--- src/rtl/dpc_pkg.sv ---
package dpc_pkg;
  localparam int DPC_REG_AW = 5;
  localparam int DPC_DATA_W = 32;
  localparam int DPC_DEPTH  = 4;
  localparam int DPC_TAG_W  = 3;

  // number of asserted strobes among two
  function automatic logic [1:0] pair_sum(input logic a, input logic b);
    return {1'b0, a} + {1'b0, b};
  endfunction
endpackage

--- src/rtl/dpc_raw_check.sv ---
module dpc_raw_check #(
  parameter int DEPTH  = 4,
  parameter int REG_AW = 5
) (
  input  logic [DEPTH-1:0]             ent_live,
  input  logic [DEPTH-1:0][REG_AW-1:0] ent_dst,
  input  logic [REG_AW-1:0]            src_a,
  input  logic [REG_AW-1:0]            src_b,
  output logic                         hit
);
  logic [DEPTH-1:0] slot_hit;

  for (genvar g = 0; g < DEPTH; g++) begin : g_slot
    assign slot_hit[g] = ent_live[g] && ((ent_dst[g] == src_a) || (ent_dst[g] == src_b));
  end

  assign hit = |slot_hit;
endmodule

--- src/rtl/dpc_commit_pick.sv ---
module dpc_commit_pick (
  input  logic h_vld,
  input  logic h_done,
  input  logic h_exc,
  input  logic n_vld,
  input  logic n_done,
  input  logic n_exc,
  output logic take0,
  output logic take1,
  output logic fault0,
  output logic fault1
);
  always_comb begin
    take0  = h_vld && h_done;
    fault0 = take0 && h_exc;
    take1  = take0 && !h_exc && n_vld && n_done;
    fault1 = take1 && n_exc;
  end
endmodule

--- src/rtl/dual_pipe_commit.sv ---
module dual_pipe_commit #(
  parameter int REG_AW = dpc_pkg::DPC_REG_AW,
  parameter int DATA_W = dpc_pkg::DPC_DATA_W,
  parameter int DEPTH  = dpc_pkg::DPC_DEPTH,
  parameter int TAG_W  = dpc_pkg::DPC_TAG_W
) (
  input  logic              clk,
  input  logic              rst,
  input  logic              x_in_valid,
  output logic              x_in_ready,
  input  logic [REG_AW-1:0] x_in_dst,
  input  logic [REG_AW-1:0] x_in_src_a,
  input  logic [REG_AW-1:0] x_in_src_b,
  output logic [TAG_W-1:0]  x_in_tag,
  input  logic              y_in_valid,
  output logic              y_in_ready,
  input  logic [REG_AW-1:0] y_in_dst,
  input  logic [REG_AW-1:0] y_in_src_a,
  input  logic [REG_AW-1:0] y_in_src_b,
  output logic [TAG_W-1:0]  y_in_tag,
  input  logic              x_done_valid,
  input  logic [TAG_W-1:0]  x_done_tag,
  input  logic [DATA_W-1:0] x_done_data,
  input  logic              x_done_exc,
  input  logic              y_done_valid,
  input  logic [TAG_W-1:0]  y_done_tag,
  input  logic [DATA_W-1:0] y_done_data,
  input  logic              y_done_exc,
  output logic              wr0_valid,
  output logic [REG_AW-1:0] wr0_addr,
  output logic [DATA_W-1:0] wr0_data,
  output logic              wr1_valid,
  output logic [REG_AW-1:0] wr1_addr,
  output logic [DATA_W-1:0] wr1_data,
  output logic              exc_valid,
  output logic [TAG_W-1:0]  exc_tag
);
  localparam int IDX_W = $clog2(DEPTH);

  // ordered buffer, slot index = low tag bits
  logic [DEPTH-1:0]             ent_vld, ent_done, ent_exc;
  logic [DEPTH-1:0][REG_AW-1:0] ent_dst;
  logic [DEPTH-1:0][DATA_W-1:0] ent_data;
  logic [DEPTH-1:0][TAG_W-1:0]  ent_tag;

  logic [TAG_W-1:0] head_tag, alloc_tag, occ;
  logic [IDX_W-1:0] h_idx, n_idx, x_slot, y_slot;
  logic             room1, room2;
  logic             haz_x, haz_y, pair_raw;
  logic             x_fire, y_fire;
  logic             take0, take1, fault0, fault1;

  assign occ    = alloc_tag - head_tag;
  assign room1  = int'(occ) < DEPTH;
  assign room2  = int'(occ) <= DEPTH - 2;
  assign h_idx  = head_tag[IDX_W-1:0];
  assign n_idx  = h_idx + IDX_W'(1);

  // issue side: interlock against everything still buffered
  dpc_raw_check #(.DEPTH(DEPTH), .REG_AW(REG_AW)) u_raw_x (
    .ent_live (ent_vld),
    .ent_dst  (ent_dst),
    .src_a    (x_in_src_a),
    .src_b    (x_in_src_b),
    .hit      (haz_x)
  );

  dpc_raw_check #(.DEPTH(DEPTH), .REG_AW(REG_AW)) u_raw_y (
    .ent_live (ent_vld),
    .ent_dst  (ent_dst),
    .src_a    (y_in_src_a),
    .src_b    (y_in_src_b),
    .hit      (haz_y)
  );

  assign pair_raw = x_in_valid && ((y_in_src_a == x_in_dst) || (y_in_src_b == x_in_dst));

  always_comb begin
    x_in_ready = !exc_valid && !haz_x && room1;
    if (x_in_valid)
      y_in_ready = !exc_valid && !haz_y && x_in_ready && room2 && !pair_raw;
    else
      y_in_ready = !exc_valid && !haz_y && room1;
  end

  assign x_fire   = x_in_valid && x_in_ready;
  assign y_fire   = y_in_valid && y_in_ready;
  assign x_in_tag = alloc_tag;
  assign y_in_tag = alloc_tag + TAG_W'(x_in_valid);
  assign x_slot   = x_in_tag[IDX_W-1:0];
  assign y_slot   = y_in_tag[IDX_W-1:0];

  // commit side: oldest two entries
  dpc_commit_pick u_pick (
    .h_vld  (ent_vld[h_idx]),
    .h_done (ent_done[h_idx]),
    .h_exc  (ent_exc[h_idx]),
    .n_vld  (ent_vld[n_idx]),
    .n_done (ent_done[n_idx]),
    .n_exc  (ent_exc[n_idx]),
    .take0  (take0),
    .take1  (take1),
    .fault0 (fault0),
    .fault1 (fault1)
  );

  assign wr0_valid = take0 && !fault0;
  assign wr0_addr  = ent_dst[h_idx];
  assign wr0_data  = ent_data[h_idx];
  assign wr1_valid = take1 && !fault1;
  assign wr1_addr  = ent_dst[n_idx];
  assign wr1_data  = ent_data[n_idx];
  assign exc_valid = fault0 || fault1;
  assign exc_tag   = fault0 ? ent_tag[h_idx] : ent_tag[n_idx];

  always_ff @(posedge clk) begin
    if (rst) begin
      ent_vld   <= '0;
      ent_done  <= '0;
      ent_exc   <= '0;
      head_tag  <= '0;
      alloc_tag <= '0;
    end else if (exc_valid) begin
      // discard every younger entry; nothing issues this cycle
      ent_vld  <= '0;
      ent_done <= '0;
      ent_exc  <= '0;
      head_tag <= alloc_tag;
    end else begin
      for (int i = 0; i < DEPTH; i++) begin
        if (x_done_valid && x_done_tag[IDX_W-1:0] == IDX_W'(i) && ent_vld[i] &&
            !ent_done[i] && ent_tag[i] == x_done_tag) begin
          ent_done[i] <= 1'b1;
          ent_data[i] <= x_done_data;
          ent_exc[i]  <= x_done_exc;
        end
        if (y_done_valid && y_done_tag[IDX_W-1:0] == IDX_W'(i) && ent_vld[i] &&
            !ent_done[i] && ent_tag[i] == y_done_tag) begin
          ent_done[i] <= 1'b1;
          ent_data[i] <= y_done_data;
          ent_exc[i]  <= y_done_exc;
        end
      end
      if (take0) begin
        ent_vld[h_idx]  <= 1'b0;
        ent_done[h_idx] <= 1'b0;
      end
      if (take1) begin
        ent_vld[n_idx]  <= 1'b0;
        ent_done[n_idx] <= 1'b0;
      end
      if (x_fire) begin
        ent_vld[x_slot]  <= 1'b1;
        ent_done[x_slot] <= 1'b0;
        ent_exc[x_slot]  <= 1'b0;
        ent_dst[x_slot]  <= x_in_dst;
        ent_tag[x_slot]  <= x_in_tag;
      end
      if (y_fire) begin
        ent_vld[y_slot]  <= 1'b1;
        ent_done[y_slot] <= 1'b0;
        ent_exc[y_slot]  <= 1'b0;
        ent_dst[y_slot]  <= y_in_dst;
        ent_tag[y_slot]  <= y_in_tag;
      end
      head_tag  <= head_tag + TAG_W'(dpc_pkg::pair_sum(take0, take1));
      alloc_tag <= alloc_tag + TAG_W'(dpc_pkg::pair_sum(x_fire, y_fire));
    end
  end

  a_r4_no_overflow: assert property (@(posedge clk) disable iff (rst)
    int'(occ) <= DEPTH);

  a_r2_y_behind_x: assert property (@(posedge clk) disable iff (rst)
    (x_in_valid && y_in_valid && y_in_ready) |-> x_in_ready);

  a_r7_port1_needs_port0: assert property (@(posedge clk) disable iff (rst)
    wr1_valid |-> wr0_valid);

  a_r9_closed_on_fault: assert property (@(posedge clk) disable iff (rst)
    exc_valid |-> (!x_in_ready && !y_in_ready));

  a_r8_fault_empties: assert property (@(posedge clk) disable iff (rst)
    exc_valid |=> (occ == '0 && !wr0_valid && !exc_valid));

  a_r1_reset_clears: assert property (@(posedge clk)
    rst |=> (occ == '0 && !wr0_valid && !exc_valid));
endmodule

--- config.mk ---
export PLATFORM = sky130hd
export DESIGN_NAME = dual_pipe_commit
export DESIGN_NICKNAME = d
export VERILOG_FILES = /design/src/rtl/dpc_pkg.sv /design/src/rtl/dpc_raw_check.sv /design/src/rtl/dpc_commit_pick.sv /design/src/rtl/dual_pipe_commit.sv
export SDC_FILE = /design/constraint.sdc
export NUM_CORES = 1
export LEC_CHECK = 0
export BUFFER_PORTS_ARGS = -buffer_cell sky130_fd_sc_hd__buf_2
export CORE_MARGIN = 2
export CORE_UTILIZATION = 30
export DETAILED_ROUTE_END_ITERATION = 7
export GPL_TIMING_DRIVEN = 0
export PLACE_DENSITY_LB_ADDON = 0.25
export SLEW_MARGIN = 10
export SYNTH_ARGS = -nofsm -noshare
export SYNTH_HDL_FRONTEND = slang
export SYNTH_SLANG_ARGS = --single-unit
--- constraint.sdc ---
create_clock -name clk -period 5.8 [get_ports clk]
set_clock_uncertainty 0.15 [all_clocks]
set_input_delay 1.16 -clock clk [delete_from_list [all_inputs] [get_ports clk]]
set_output_delay 1.16 -clock clk [all_outputs]
set_load 0.01 [all_outputs]
; Word-level counts from Yosys, hierarchy flattened
; Cells that the tools add are included.
[word_totals]
register_bits = 178
latch_bits = 0
mem_bits_rw = 0
romBits = 0
output_inout_bits = 88
word_cells = 298
mem_count = 0
[op_classes]
add_sub_neg = 7
mul = 0
div_mod_pow = 0
n_lt_le_gt_ge = 10
n_eq_ne = 32
shift = 0
mux = 119
bitwise = 16
reduce_logical = 97
[ops]
columns = operator, n
row1 = 32-bit 2-to-1 mux, 10
row2 = 32-bit binary-select mux with 2-bit select, 2
row3 = 4-bit 2-to-1 mux, 24
row4 = 5-bit equality test, 18
row5 = 20-bit 2-to-1 mux, 4
row6 = 1-bit logical AND, 62
row7 = 12-bit 2-to-1 mux, 4
row8 = 1-bit 2-to-1 mux, 43
row9 = 20-bit bitwise mux, 2
row10 = 4-bit bitwise AND, 8
row11 = 12-bit bitwise mux, 2
row12 = 3-bit equality test, 8
row13 = 5-bit binary-select mux with 2-bit select, 2
row14 = 5-bit demux with 2-bit select, 2
row15 = 5-bit 2-to-1 mux, 4
row16 = 3-bit 2-to-1 mux, 6
row17 = 4-bit NOT, 4
row18 = 1-bit binary-select mux with 2-bit select, 6
row19 = 3-bit binary-select mux with 2-bit select, 2
row20 = 3-bit demux with 2-bit select, 2
row21 = "2-bit by 3-bit < comparator with 1-bit output, second input constant", 4
row22 = 3-bit AND reduction, 4
row23 = 1-bit zero test, 11
row24 = 1-bit logical OR, 10
row25 = other kinds (18), 37

; Longest topological paths before layout
; Gate-level depths: netlist (run 1).
[depth]
ltp_word = 24
mapped_depth = 17

; Modules after synthesis
; A second synthesis (run 1) with hierarchy kept.
[unflattened]
hier_cells = 836
area_unflattened_um2 = 11760.0
[by_module_without_submodules]
columns = module, n_inst, cells_per_inst, area_per_inst_um2
row1 = dual_pipe_commit, 1, 689, 10632.7
row2 = dpc_raw_check, 2, 71, 541.8
row3 = dpc_commit_pick, 1, 5, 43.8

; Worst setup path before layout (run 1)
; No wires, ideal clock.
[synth_path]
path_kind = register to register
startpoint = register head_tag[1]
endpoint = register ent_data[0] (netlist bit) (enable)
arrival_ns = 3.998
t_required_ns = 5.218
setup_slack_ns = 1.220
stages_incl_launch_ff = 11
path_cell_list = dfxtp_1 buf_2 inv_1 ha_1 clkbuf_1 mux4_2 nor2b_1 o21ai_1 nand2b_1 clkbuf_1 a21oi_1
[synth_via]
elab_chain_cells = 10
elab_cells_between_ends = 23
cone_classes = 1 x add/sub / 12 x mux / 1 x bitwise / 9 x reduce/logical
[synth_lines]
columns = item, line_no
row1 = "start, declared", dual_pipe_commit.sv:46  ; logic [TAG_W-1:0] head_tag, alloc_tag, occ;
row2 = "start signal, assigned", dual_pipe_commit.sv:128  ; head_tag <= alloc_tag;
row3 = "start signal, assigned", dual_pipe_commit.sv:166  ; head_tag <= head_tag + TAG_W'(dpc_pkg::pair_sum(take0, take1));
row4 = branches (longest 7 deep; another with 2-bit by 1-bit adder with 2-bit output), --
row5 = 1-bit logical OR *, dual_pipe_commit.sv:113  ; assign exc_valid = fault0 || fault1;
row6 = 1-bit NOT (no line) *, --
row7 = 3-bit AND reduction (no line) *, --
row8 = "end signal, assigned by index", dual_pipe_commit.sv:134  ; ent_data[i] <= x_done_data;
row9 = "end signal, assigned by index", dual_pipe_commit.sv:140  ; ent_data[i] <= y_done_data;
row10 = "end, declared", dual_pipe_commit.sv:43  ; logic [DEPTH-1:0][DATA_W-1:0] ent_data;
; Every way passes the cells marked *. The select of a mux whose other input is x is not followed.
; A chain may end at the register's enable or synchronous reset.

; Worst setup path in the final report (run 1)
[layout_path]
startpoint = register head_tag[1]
endpoint = output port wr1_data[21]
[layout_via]
elab_chain_cells = 3
[layout_lines]
columns = item, line_no
row1 = 2-bit by 1-bit adder with 2-bit output, dual_pipe_commit.sv:57  ; assign n_idx = h_idx + IDX_W'(1);
row2 = 32-bit binary-select mux with 2-bit select, dual_pipe_commit.sv:112  ; assign wr1_data = ent_data[n_idx];
row3 = 32-bit 2-to-1 mux (not written as such), dual_pipe_commit.sv:112
row4 = "end, declared", dual_pipe_commit.sv:34  ; output logic [DATA_W-1:0] wr1_data,
; No other way between the ends. The select of a mux whose other input is x is not followed.

==> results of run 1 <==
## kinds of logic after synthesis
family	after synthesis
muxes	238
DFF	178
and+or+nand+nor	161
xor gates and xnor gates	102
buffers and inverters	86
AOI/OAI and AO/OA	65
adders and majority gates	12
## flip-flops by register name, summed over array words and instances, names as in the netlist
signal	flops
ent_data	128
x_in_tag	3
ent_tag	12
ent_vld	4
ent_done	4
head_tag	3
ent_exc	4
ent_dst	20
## cells in the final DEF (no fill, tap or decap), drive strengths merged, types with 5 or more instances in the layout
cell type,netlist,final
a21oi,18,18
and2,8,8
and3,10,10
buf,37,228
clkbuf,33,50
clkinv,0,7
dfxtp,18,18
edfxtp,160,160
ha,9,9
inv,16,22
mux2,132,132
mux2i,23,23
mux4,83,83
nand2,43,43
nand2b,8,8
nand3,19,19
nand4,6,6
nor2,17,17
nor3,15,15
nor4,13,13
o21ai,24,24
or2,5,5
xnor2,41,41
xor2,61,61
## worst max-delay path by stage
stage                  start  slack (ps)  depth (start not counted)           end
6_report         head_tag[1]         610                          8  wr1_data[21]
5_1_grt          head_tag[1]         280                          8  wr1_data[18]
3_5_place_dp     head_tag[1]         940                          8  wr1_data[21]
4_1_cts          head_tag[1]         430                          8  wr1_data[21]
3_3_place_gp   y_done_tag[2]       -1270                          6  ent_data[63]
2_1_floorplan    head_tag[1]        1220                         10   ent_data[0]
## worst reg2reg max path, delay by kind of cell (launching register included)
kind / cells / cell delay, ps
flip-flops: 1 / 390
adder cells (fa/ha/maj): 1 / 290
multiplexers: 1 / 420
buffers and inverters: 6 / 1580
AND/OR/NAND/NOR: 2 / 440
AO/OA/AOI/OAI: 2 / 950
## cells in the mapped netlist (all sizes together), types with 2 or more instances
master	count
and4	4
buf	37
mux2	132
a21oi	18
a21boi	4
nor4	13
nand4b	3
xnor2	41
mux2i	23
nand3	19
mux4	83
nor3	15
clkbuf	33
inv	16
and3	10
or2	5
o32ai	2
nand2	43
nor2	17
nor2b	3
a22oi	3
nor4b	3
and2	8
o21ai	24
a211oi	2
nand2b	8
ha	9
o31ai	2
edfxtp	160
nand4	6
xor2	61
dfxtp	18
fa	3
## metrics by stage
stage | utilization, % | area, sq um | setup slack, ps | TNS, ps | hold slack, ps
after global placement | 34.6 | 13000 | -1270 | -137390 | 405
after floorplan | - | 11500 | 1220 | 0 | 336
after global routing | 36.7 | 13800 | 278 | 0 | 466
final | 36.7 | 13800 | 613 | 0 | 437
after detailed placement | 35.1 | 13200 | 944 | 0 | 417
after CTS | 36.7 | 13800 | 432 | 0 | 436
## layer usage
metal,track usage (%),part of all wire (%),vias to the layer above
li1,-,-,3682
met1,24.1,45,4040
met2,28.9,48,211
met3,3.76,5.4,28
met4,4.33,1.1,10
met5,0,0.19,-
## cell type report
| class | instances | area (sq um) |
|---|---|---|
| antenna | 4 | 10.0 |
| buffer | 70 | 308 |
| clock buffer | 17 | 425 |
| clock inverter | 15 | 168 |
| fill | 3734 | 23800 |
| inverter | 16 | 60.1 |
| multi-input combinational | 578 | 6010 |
| sequential | 178 | 5160 |
| tap | 511 | 639 |
| timing repair buffer | 191 | 1050 |
## power breakdown
| part | internal (mW) | switching [mW] | total (mW) |
|---|---|---|---|
| logic | 0.507 | 0.653 | 1.16 |
| clock network | 0.613 | 0.580 | 1.19 |
| registers | 1.53 | 0.0862 | 1.61 |
| total | 2.65 | 1.32 | 3.97 |
==> out/metrics.csv, run 1 <==
stage,metric,value,unit
yosys,Yosys reg bits,178,
sta,Worst slew margin,31.3,%
yosys,synth top area cells,"edfxtp_1 42%, mux4_2 16%, mux2_2 13%",
yosys,Mapped Cells,842,
sta,Final Critical Period,5190,ps
worst_setup_path,R2R Path Start,head_tag[1],
floorplanning,Initial Util,30.5,%
routing,vias per cell,5.04,
sta,final worst-path cycle share,89.4,%
pwr,peak supply drop,0.000202,V
pwr,Leak,4.84,nW
worst_hold_path,Hold Crit Depth,1,
yosys,number of synthesized flops with an enable pin,160,
yosys,"Seq/Total Area, Yosys",45.0,%
cts,number of CTS-inserted buffers,17,
routing,DR DRC count,0,
floorplanning,die area,0.0399,sq mm
worst_setup_path,Critical Path Sink Type,primary output,
worst_setup_path,WS Path Type,flip-flop to primary output,
sta,Fmax,193,MHz
worst_setup_path,"delay-heaviest family, CP",buffers and inverters,
cells_and_area,ratio of cells with drive above 1 in the final layout,45.4,%
floorplanning,die width,200,um
yosys,post-synthesis cell type count,60,
routing,"antenna viol nets, final",0,
routing,DRT Pass-1 Iters,5,
cts,TritonCTS Sinks,178,
cts,H-tree levels,4,
cts,Clock Latency Late Sink,450,ps
cells_and_area,final cell count without fillers,1580,
yosys,Compound-Gate Fraction of Synth Area,3.54,%
routing,WL/cell,22.1,um
worst_setup_path,r2r worst-path depth,12,
worst_setup_path,Reg2Reg Setup Slack,1270,ps
grt,initial antenna violation count,8,
yosys,YS warnings,0,
yosys,asr flop ratio synth,0,%
pwr,PD cells,287,mW/mm^2
yosys,Mean Syn Cell Area,13.6,sq um
worst_hold_path,HP Start,ent_done[0],
worst_hold_path,Hold Path Class,flip-flop to flip-flop,
cts,CTS tree,built,
cts,post_cts resized,0,
yosys,mux cell area share after synthesis,31.2,%
yosys,post-synthesis cell area,0.0115,sq mm
grt,total gr overflow,0,
grt,largest net degree at the start of global routing,33,
yosys,syn_nets,962,
yosys,largest family of logic cells by synthesized area,multiplexers,
place,gp weighted congestion,0.817,
routing,WL final,34.9,mm
routing,initial detailed-routing violation count,571,
worst_setup_path,critical path required time,4490,ps
place,I/O Buffers,184,
worst_setup_path,RR Endpoint,ent_data[31],
floorplanning,core area,0.0377,sq mm
sta,Worst-Margin Slew,1030,ps
floorplanning,Die Y,200,um
worst_setup_path,Crit path largest cell delay,730,ps
floorplanning,Placement Rows,71,
cts,Worst-path clk slew,80,ps
yosys,Synth Area in Adders,1.50,%
cells_and_area,Area growth syn-to-layout,20.5,%
sta,RSZ-0062 raised after global routing,no,
place,dpl cells,1544,
status,status,finished clean,
yosys,Synth area leader,edfxtp_1,
yosys,XOR/XNOR Fraction of Synth Area,7.78,%
yosys,Synth Area in Simple Gates,7.80,%
flow_run,max_cap viols,0,
worst_setup_path,"Critical Path, Cell by Cell","buf_2, inv_1, ha_1, clkbuf_1, buf_1, buf_1, mux4_2, buf_2",
grt,first-pass GRT wire length,51.2,mm
pwr,total chip power,3.97,mW
cts,root buffer cell,clkbuf_16,
routing,DR vias,7971,
yosys,Post-synth top flop,edfxtp_1,
grt,vias in the first global route,8038,
sta,Slew Limit Fails,0,
worst_setup_path,Startpoint Class,flip-flop,
grt,Total GRT Usage,17.7,%
cts,Hold Buf Count CTS,0,
cts,Bufs on Longest Clock Path,2,
worst_setup_path,CP max FO,10,
worst_setup_path,arrival time worst endpoint,3880,ps
sta,Final Hold Fails,0,
floorplanning,io pins,196,
place,HPWL after DPL,25.7,mm
worst_setup_path,CP Buf/Inv Count,6,
sta,final setup violation count,0,
yosys,top-area cell type share of the netlist area,41.8,%
cells_and_area,final net count,1172,
worst_setup_path,slowest CP cell,buf_1,
worst_hold_path,Hold Path Sink,ent_done[0],
cts,post-CTS setup buffers,0,
Power figures use the tool's default switching activity.
==> run 2, diff against run 1 <==
--- a/config.mk
+++ b/config.mk
@@ -11,6 +11,7 @@
 export DETAILED_ROUTE_END_ITERATION = 7
 export GPL_TIMING_DRIVEN = 0
 export PLACE_DENSITY_LB_ADDON = 0.25
+export REMOVE_ABC_BUFFERS = 1
 export SLEW_MARGIN = 10
 export SYNTH_ARGS = -nofsm -noshare
 export SYNTH_HDL_FRONTEND = slang
==> out/metrics.csv, run 2 (synthesis results as in run 1) <==
stage,metric,value,unit,change
status,status,finished clean,,unchanged
worst_setup_path,WS Path Type,flip-flop to primary output,,unchanged
sta,Worst-Margin Slew,1150,ps,was 1030 ps
sta,final setup violation count,0,,unchanged
worst_hold_path,Hold Path Class,flip-flop to flip-flop,,unchanged
cells_and_area,final cell count without fillers,1535,,was 1580
sta,Slew Limit Fails,0,,unchanged
floorplanning,Initial Util,30.5,%,unchanged
routing,"antenna viol nets, final",0,,unchanged
routing,DR DRC count,0,,unchanged
sta,Final Critical Period,5440,ps,was 5190 ps
cells_and_area,max FFs per register,128,,unchanged
cells_and_area,final net count,1129,,was 1172
cells_and_area,top flop regs,"ent_data (128), ent_dst (20), ent_tag (12)",,unchanged
floorplanning,die area,0.0399,sq mm,unchanged
grt,vias in the first global route,8206,,was 8038
worst_setup_path,Crit path largest cell delay,860,ps,was 730 ps
worst_setup_path,critical path's most frequent cell,buf_16,,
cells_and_area,Finished Core Util,36.7,%,about the same
place,gp weighted congestion,0.829,,was 0.817
floorplanning,io pins,196,,unchanged
cts,post_cts resized,0,,unchanged
flow_run,max_cap viols,0,,unchanged
grt,largest net degree at the start of global routing,47,,was 33
worst_setup_path,R2R Path Start,head_tag[0],,was head_tag[1]
sta,TNS Setup,0,ps,unchanged
worst_setup_path,critical path required time,4490,ps,about the same
sta,Worst slew margin,22.2,%,was 31.3%
pwr,peak supply drop,0.000157,V,was 0.000202 V
pwr,Leak,4.83,nW,was 4.84 nW
routing,DRT Pass-1 Iters,5,,unchanged
worst_setup_path,slowest CP cell,dfxtp_4,,was buf_1
floorplanning,core area,0.0377,sq mm,unchanged
routing,vias per cell,5.08,,was 5.04
floorplanning,Placement Rows,71,,unchanged
place,dpl cells,1501,,was 1544
routing,WL final,34.5,mm,was 34.9 mm
cells_and_area,ratio of cells with drive above 1 in the final layout,47.7,%,was 45.4%
cts,H-tree levels,4,,unchanged
cells_and_area,most frequent cells in the layout,"195 x buf_2, 160 x edfxtp_1, 132 x mux2_2, 83 x mux4_2, 61 x xor2_1",,"was 205 x buf_2, 160 x edfxtp_1, 132 x mux2_2, 83 x mux4_2, 61 x xor2_1"
worst_setup_path,arrival time worst endpoint,4130,ps,was 3880 ps
cts,Bufs on Longest Clock Path,2,,unchanged
cts,Worst-path clk slew,70,ps,was 80 ps
grt,first-pass GRT wire length,51.6,mm,was 51.2 mm
cells_and_area,Top reg by flops,ent_data,,unchanged
floorplanning,Die Y,200,um,unchanged
worst_setup_path,Critical Path Sink Type,primary output,,unchanged
sta,Fmax,184,MHz,was 193 MHz
worst_setup_path,Startpoint Class,flip-flop,,unchanged
worst_setup_path,Worst Setup SP,head_tag[0],,was head_tag[1]
worst_setup_path,"Critical Path, Cell by Cell","buf_16, inv_2, ha_4, buf_16, mux4_2, o2111ai_1, and3_1, and4_1, and2_1, buf_2",,"was buf_2, inv_1, ha_1, clkbuf_1, buf_1, buf_1, mux4_2, buf_2"
sta,final worst-path cycle share,93.8,%,was 89.4%
worst_setup_path,r2r worst-path depth,10,,was 12
routing,WL/cell,22.4,um,was 22.1 um
worst_setup_path,CP max FO,46,,was 10
cts,post-CTS setup buffers,0,,unchanged
sta,Final Hold Fails,0,,unchanged
cts,root buffer cell,clkbuf_16,,unchanged
routing,initial detailed-routing violation count,540,,was 571
cts,TritonCTS Sinks,178,,unchanged
worst_setup_path,Reg2Reg Setup Slack,570,ps,was 1270 ps
worst_setup_path,RR Endpoint,ent_data[113],,was ent_data[31]
cts,CTS tree,built,,unchanged
cells_and_area,Area growth syn-to-layout,20.3,%,was 20.5%
grt,initial antenna violation count,5,,was 8
worst_setup_path,crit path capture,y_in_ready,,was wr1_data[21]
pwr,PD cells,280,mW/mm^2,was 287 mW/mm^2
place,HPWL after DPL,24.8,mm,was 25.7 mm
cts,Hold Buf Count CTS,0,,unchanged
place,I/O Buffers,195,,was 184
cts,Clock Latency Late Sink,440,ps,was 450 ps
floorplanning,die width,200,um,unchanged
cells_and_area,"most common cell after layout, fill and taps aside",buf_2,,unchanged
cts,number of CTS-inserted buffers,17,,unchanged
sta,RSZ-0062 raised after global routing,no,,unchanged
routing,DR vias,7794,,was 7971
grt,Total GRT Usage,17.6,%,was 17.7%
grt,total gr overflow,0,,unchanged
[run 2: worst max-delay path, delay by kind of cell, from the launching register on]
| family | cells | cell delay (ps) |
|---|---|---|
| AO/OA/AOI/OAI | 1 | 100 |
| buffers and inverters | 4 | 930 |
| AND/OR/NAND/NOR | 3 | 900 |
| flip-flops | 1 | 860 |
| adder cells (fa/ha/maj) | 1 | 510 |
| multiplexers | 1 | 390 |
[run 2: cell type report]
type | instances | area [sq um]
antenna | 2 | 5.00
clock buffer | 17 | 425
clock inverter | 15 | 145
fill | 3699 | 23800
inverter | 16 | 60.1
multi-input combinational | 578 | 6020
sequential | 178 | 5170
tap | 511 | 639
timing repair buffer | 218 | 1350
[run 2: power breakdown]
group | internal, mW | total, mW | leakage (nW) | switching, mW
registers | 1.53 | 1.77 | 1.60 | 0.238
logic | 0.463 | 0.950 | 2.95 | 0.487
clock network | 0.571 | 1.14 | 0.277 | 0.573
[run 2: metal layers]
metal  vias up  routed length (um)  global-route usage [%]
li1       3586                   -                       -
met1      3992               15600                    23.9
met2       181               16300                    28.1
met3        31                2120                    4.98
met4         4                 448                    3.79
met5         -                  23                       0
[run 2: metrics by stage]
step | setup WS [ps] | cell area, sq um | total power, mW | hold slack, ps
3_3_place_gp | -6960 | 12800 | 2.73 | 389
3_5_place_dp | 347 | 13200 | 2.75 | 431
2_1_floorplan | -2130 | 11200 | 2.35 | 336
5_1_grt | 34.4 | 13800 | 4.06 | 468
6_report | 358 | 13800 | 3.87 | 455
4_1_cts | 231 | 13800 | 3.90 | 452
[run 2: worst min-delay path by stage]
stage / startpoint / endpoint / slack (ps) / cells after the start
floorplan: ent_vld[0] / ent_vld[0] / 340 / 2
global route: ent_done[0] / ent_done[0] / 470 / 1
global placement: ent_done[0] / ent_done[0] / 390 / 1
CTS: ent_done[0] / ent_done[0] / 450 / 1
detailed placement: ent_done[0] / ent_done[0] / 430 / 1
finish: ent_done[0] / ent_done[0] / 450 / 1
==> run 3, diff against run 2 <==
--- a/config.mk
+++ b/config.mk
@@ -6,7 +6,7 @@
 export NUM_CORES = 1
 export LEC_CHECK = 0
 export BUFFER_PORTS_ARGS = -buffer_cell sky130_fd_sc_hd__buf_2
-export CORE_MARGIN = 2
+export CORE_ASPECT_RATIO = 1.1
 export CORE_UTILIZATION = 30
 export DETAILED_ROUTE_END_ITERATION = 7
 export GPL_TIMING_DRIVEN = 0
==> out/metrics.csv, run 3 (synthesis results as in run 1) <==
stage,metric,value,unit,change
worst_setup_path,WS Path Type,flip-flop to primary output,,unchanged
worst_setup_path,Crit path largest cell delay,690,ps,was 860 ps
pwr,Int Power,2.66,mW,was 2.57 mW
pwr,combinational share of power,24.3,%,was 24.6%
cells_and_area,Final Cell Area,0.0139,sq mm,was 0.0138 sq mm
place,Post-DP Area,0.0132,sq mm,about the same
worst_setup_path,CP max FO,40,,was 46
grt,largest net degree at the start of global routing,48,,was 47
pwr,Net Sw Power,1.31,mW,was 1.30 mW
cells_and_area,Top reg by flops,ent_data,,unchanged
sta,Fmax,192,MHz,was 184 MHz
grt,total gr overflow,0,,unchanged
routing,DR vias,7837,,was 7794
sta,final setup violation count,0,,unchanged
grt,first-pass GRT wire length,51.4,mm,was 51.6 mm
sta,worst hold slack,439,ps,was 455 ps
cts,post-CTS setup buffers,0,,unchanged
place,I/O Buffers,195,,unchanged
routing,"antenna viol nets, final",0,,unchanged
pwr,Clk pwr share,31.1,%,was 29.6%
floorplanning,die width,189,um,was 200 um
cts,H-tree levels,4,,unchanged
pwr,Leak,4.87,nW,was 4.83 nW
status,status,finished clean,,unchanged
cts,Bufs on Longest Clock Path,2,,unchanged
cells_and_area,most frequent cells in the layout,"195 x buf_2, 160 x edfxtp_1, 132 x mux2_2, 83 x mux4_2, 61 x xor2_1",,unchanged
routing,DR DRC count,0,,unchanged
worst_setup_path,Critical Path Sink Type,primary output,,unchanged
pwr,Flop pwr share,44.6,%,was 45.8%
cells_and_area,ratio of cells with drive above 1 in the final layout,47.9,%,was 47.7%
floorplanning,io pins,196,,unchanged
cells_and_area,"most common cell after layout, fill and taps aside",buf_2,,unchanged
routing,initial detailed-routing violation count,433,,was 540
worst_setup_path,slowest CP cell,dfxtp_4,,unchanged
floorplanning,core area,0.0374,sq mm,was 0.0377 sq mm
flow_run,max_cap viols,0,,unchanged
floorplanning,Placement Rows,74,,was 71
pwr,Sw Ratio,33.1,%,was 33.6%
place,HPWL after DPL,24.0,mm,was 24.8 mm
routing,DRT Pass-1 Iters,4,,was 5
floorplanning,Initial Util,30.7,%,was 30.5%
cells_and_area,final net count,1131,,was 1129
worst_hold_path,Hold Path Class,flip-flop to flip-flop,,unchanged
pwr,PD cells,286,mW/mm^2,was 280 mW/mm^2
cts,post_cts resized,0,,unchanged
worst_setup_path,arrival time worst endpoint,3890,ps,was 4130 ps
routing,WL final,33.4,mm,was 34.5 mm
routing,WL/cell,22.0,um,was 22.4 um
cells_and_area,top flop regs,"ent_data (128), ent_dst (20), ent_tag (12)",,unchanged
routing,vias per cell,5.16,,was 5.08
worst_setup_path,Startpoint Class,flip-flop,,unchanged
grt,Total GRT Usage,17.6,%,about the same
cts,Hold Buf Count CTS,0,,unchanged
sta,Slew Limit Fails,0,,unchanged
sta,Final Critical Period,5200,ps,was 5440 ps
cts,Worst-path clk slew,70,ps,about the same
cts,number of CTS-inserted buffers,17,,unchanged
grt,GR Util met2,29.3,%,was 28.1%
worst_setup_path,critical path required time,4490,ps,about the same
floorplanning,Die Y,207,um,was 200 um
cells_and_area,Fillers,3701,,was 3699
grt,M1 GR Usage,21.6,%,was 23.9%
place,gp weighted congestion,0.859,,was 0.829
grt,gr busiest metal,met2,,unchanged
cells_and_area,max FFs per register,128,,unchanged
pwr,peak supply drop,0.000153,V,was 0.000157 V
cts,root buffer cell,clkbuf_16,,unchanged
sta,final worst-path cycle share,89.7,%,was 93.8%
cells_and_area,Area growth syn-to-layout,20.7,%,was 20.3%
grt,initial antenna violation count,14,,was 5
grt,vias in the first global route,8338,,was 8206
sta,Worst-Margin Slew,928,ps,was 1150 ps
worst_setup_path,"Critical Path, Cell by Cell","buf_12, inv_1, ha_4, buf_16, mux4_2, o2111ai_1, and3_1, and4_1, and2_1, buf_2",,"was buf_16, inv_2, ha_4, buf_16, mux4_2, o2111ai_1, and3_1, and4_1, and2_1, buf_2"
floorplanning,die area,0.0391,sq mm,was 0.0399 sq mm
cts,TritonCTS Sinks,178,,unchanged
sta,RSZ-0062 raised after global routing,no,,unchanged
cts,CTS tree,built,,unchanged
cts,Clock Latency Late Sink,450,ps,was 440 ps
sta,Final Hold Fails,0,,unchanged
cells_and_area,Finished Core Util,37.1,%,was 36.7%
grt,grt met3 use,5.58,%,was 4.98%
sta,Worst slew margin,38.2,%,was 22.2%
## run 3: worst paths after layout
kind | start | to | slack, ps | cells after the start
min | ent_done[0] | ent_done[0] | 440 | 1
max | head_tag[1] | y_in_ready | 600 | 10
max reg2reg | head_tag[1] | ent_data[2] | 840 | 11
min reg2reg | ent_done[0] | ent_done[0] | 440 | 1
## run 3: worst max-delay path: cells and delay by family, from the launching register on
kind	cells	cell delay, ps
AOI/OAI and AO/OA	1	110
adders and majority gates	1	390
buffers and inverters	4	940
DFF	1	690
muxes	1	400
and+or+nand+nor	3	910
## run 3: layout make-up
cell class / instances / area [sq um] / area share, %
sequential: 178 / 5170 / 37.3
antenna: 2 / 5.00 / 0.0361
tap: 494 / 618 / 4.46
inverter: 16 / 60.1 / 0.433
timing repair buffer: 220 / 1370 / 9.88
multi-input combinational: 578 / 6020 / 43.5
clock inverter: 15 / 188 / 1.35
clock buffer: 17 / 425 / 3.07
## run 3: power groups by stage
stage / Combinational [mW] / Clock [mW] / Sequential (mW)
2_1_floorplan: 0.651 / 0 / 1.70
6_report: 0.966 / 1.23 / 1.77
3_5_place_dp: 0.964 / 0 / 1.80
3_3_place_gp: 0.934 / 0 / 1.80
4_1_cts: 0.970 / 1.26 / 1.77
5_1_grt: 1.07 / 1.31 / 1.78
## run 3: through the flow
stage | power [mW] | TNS (ps) | setup slack, ps | instances
final | 3.97 | 0 | 598 | 1520
after global routing | 4.16 | 0 | 348 | 1518
after CTS | 4.00 | 0 | 551 | 1518
after detailed placement | 2.76 | 0 | 743 | 1486
after global placement | 2.73 | -1371960 | -6680 | 1461
after floorplan | 2.35 | -342850 | -2130 | 772
## run 3: per-layer routing
layer / vias to the layer above / wire length (um)
met5: - / 149
met3: 53 / 2600
li1: 3587 / -
met4: 24 / 489
met2: 257 / 16200
met1: 3916 / 13900
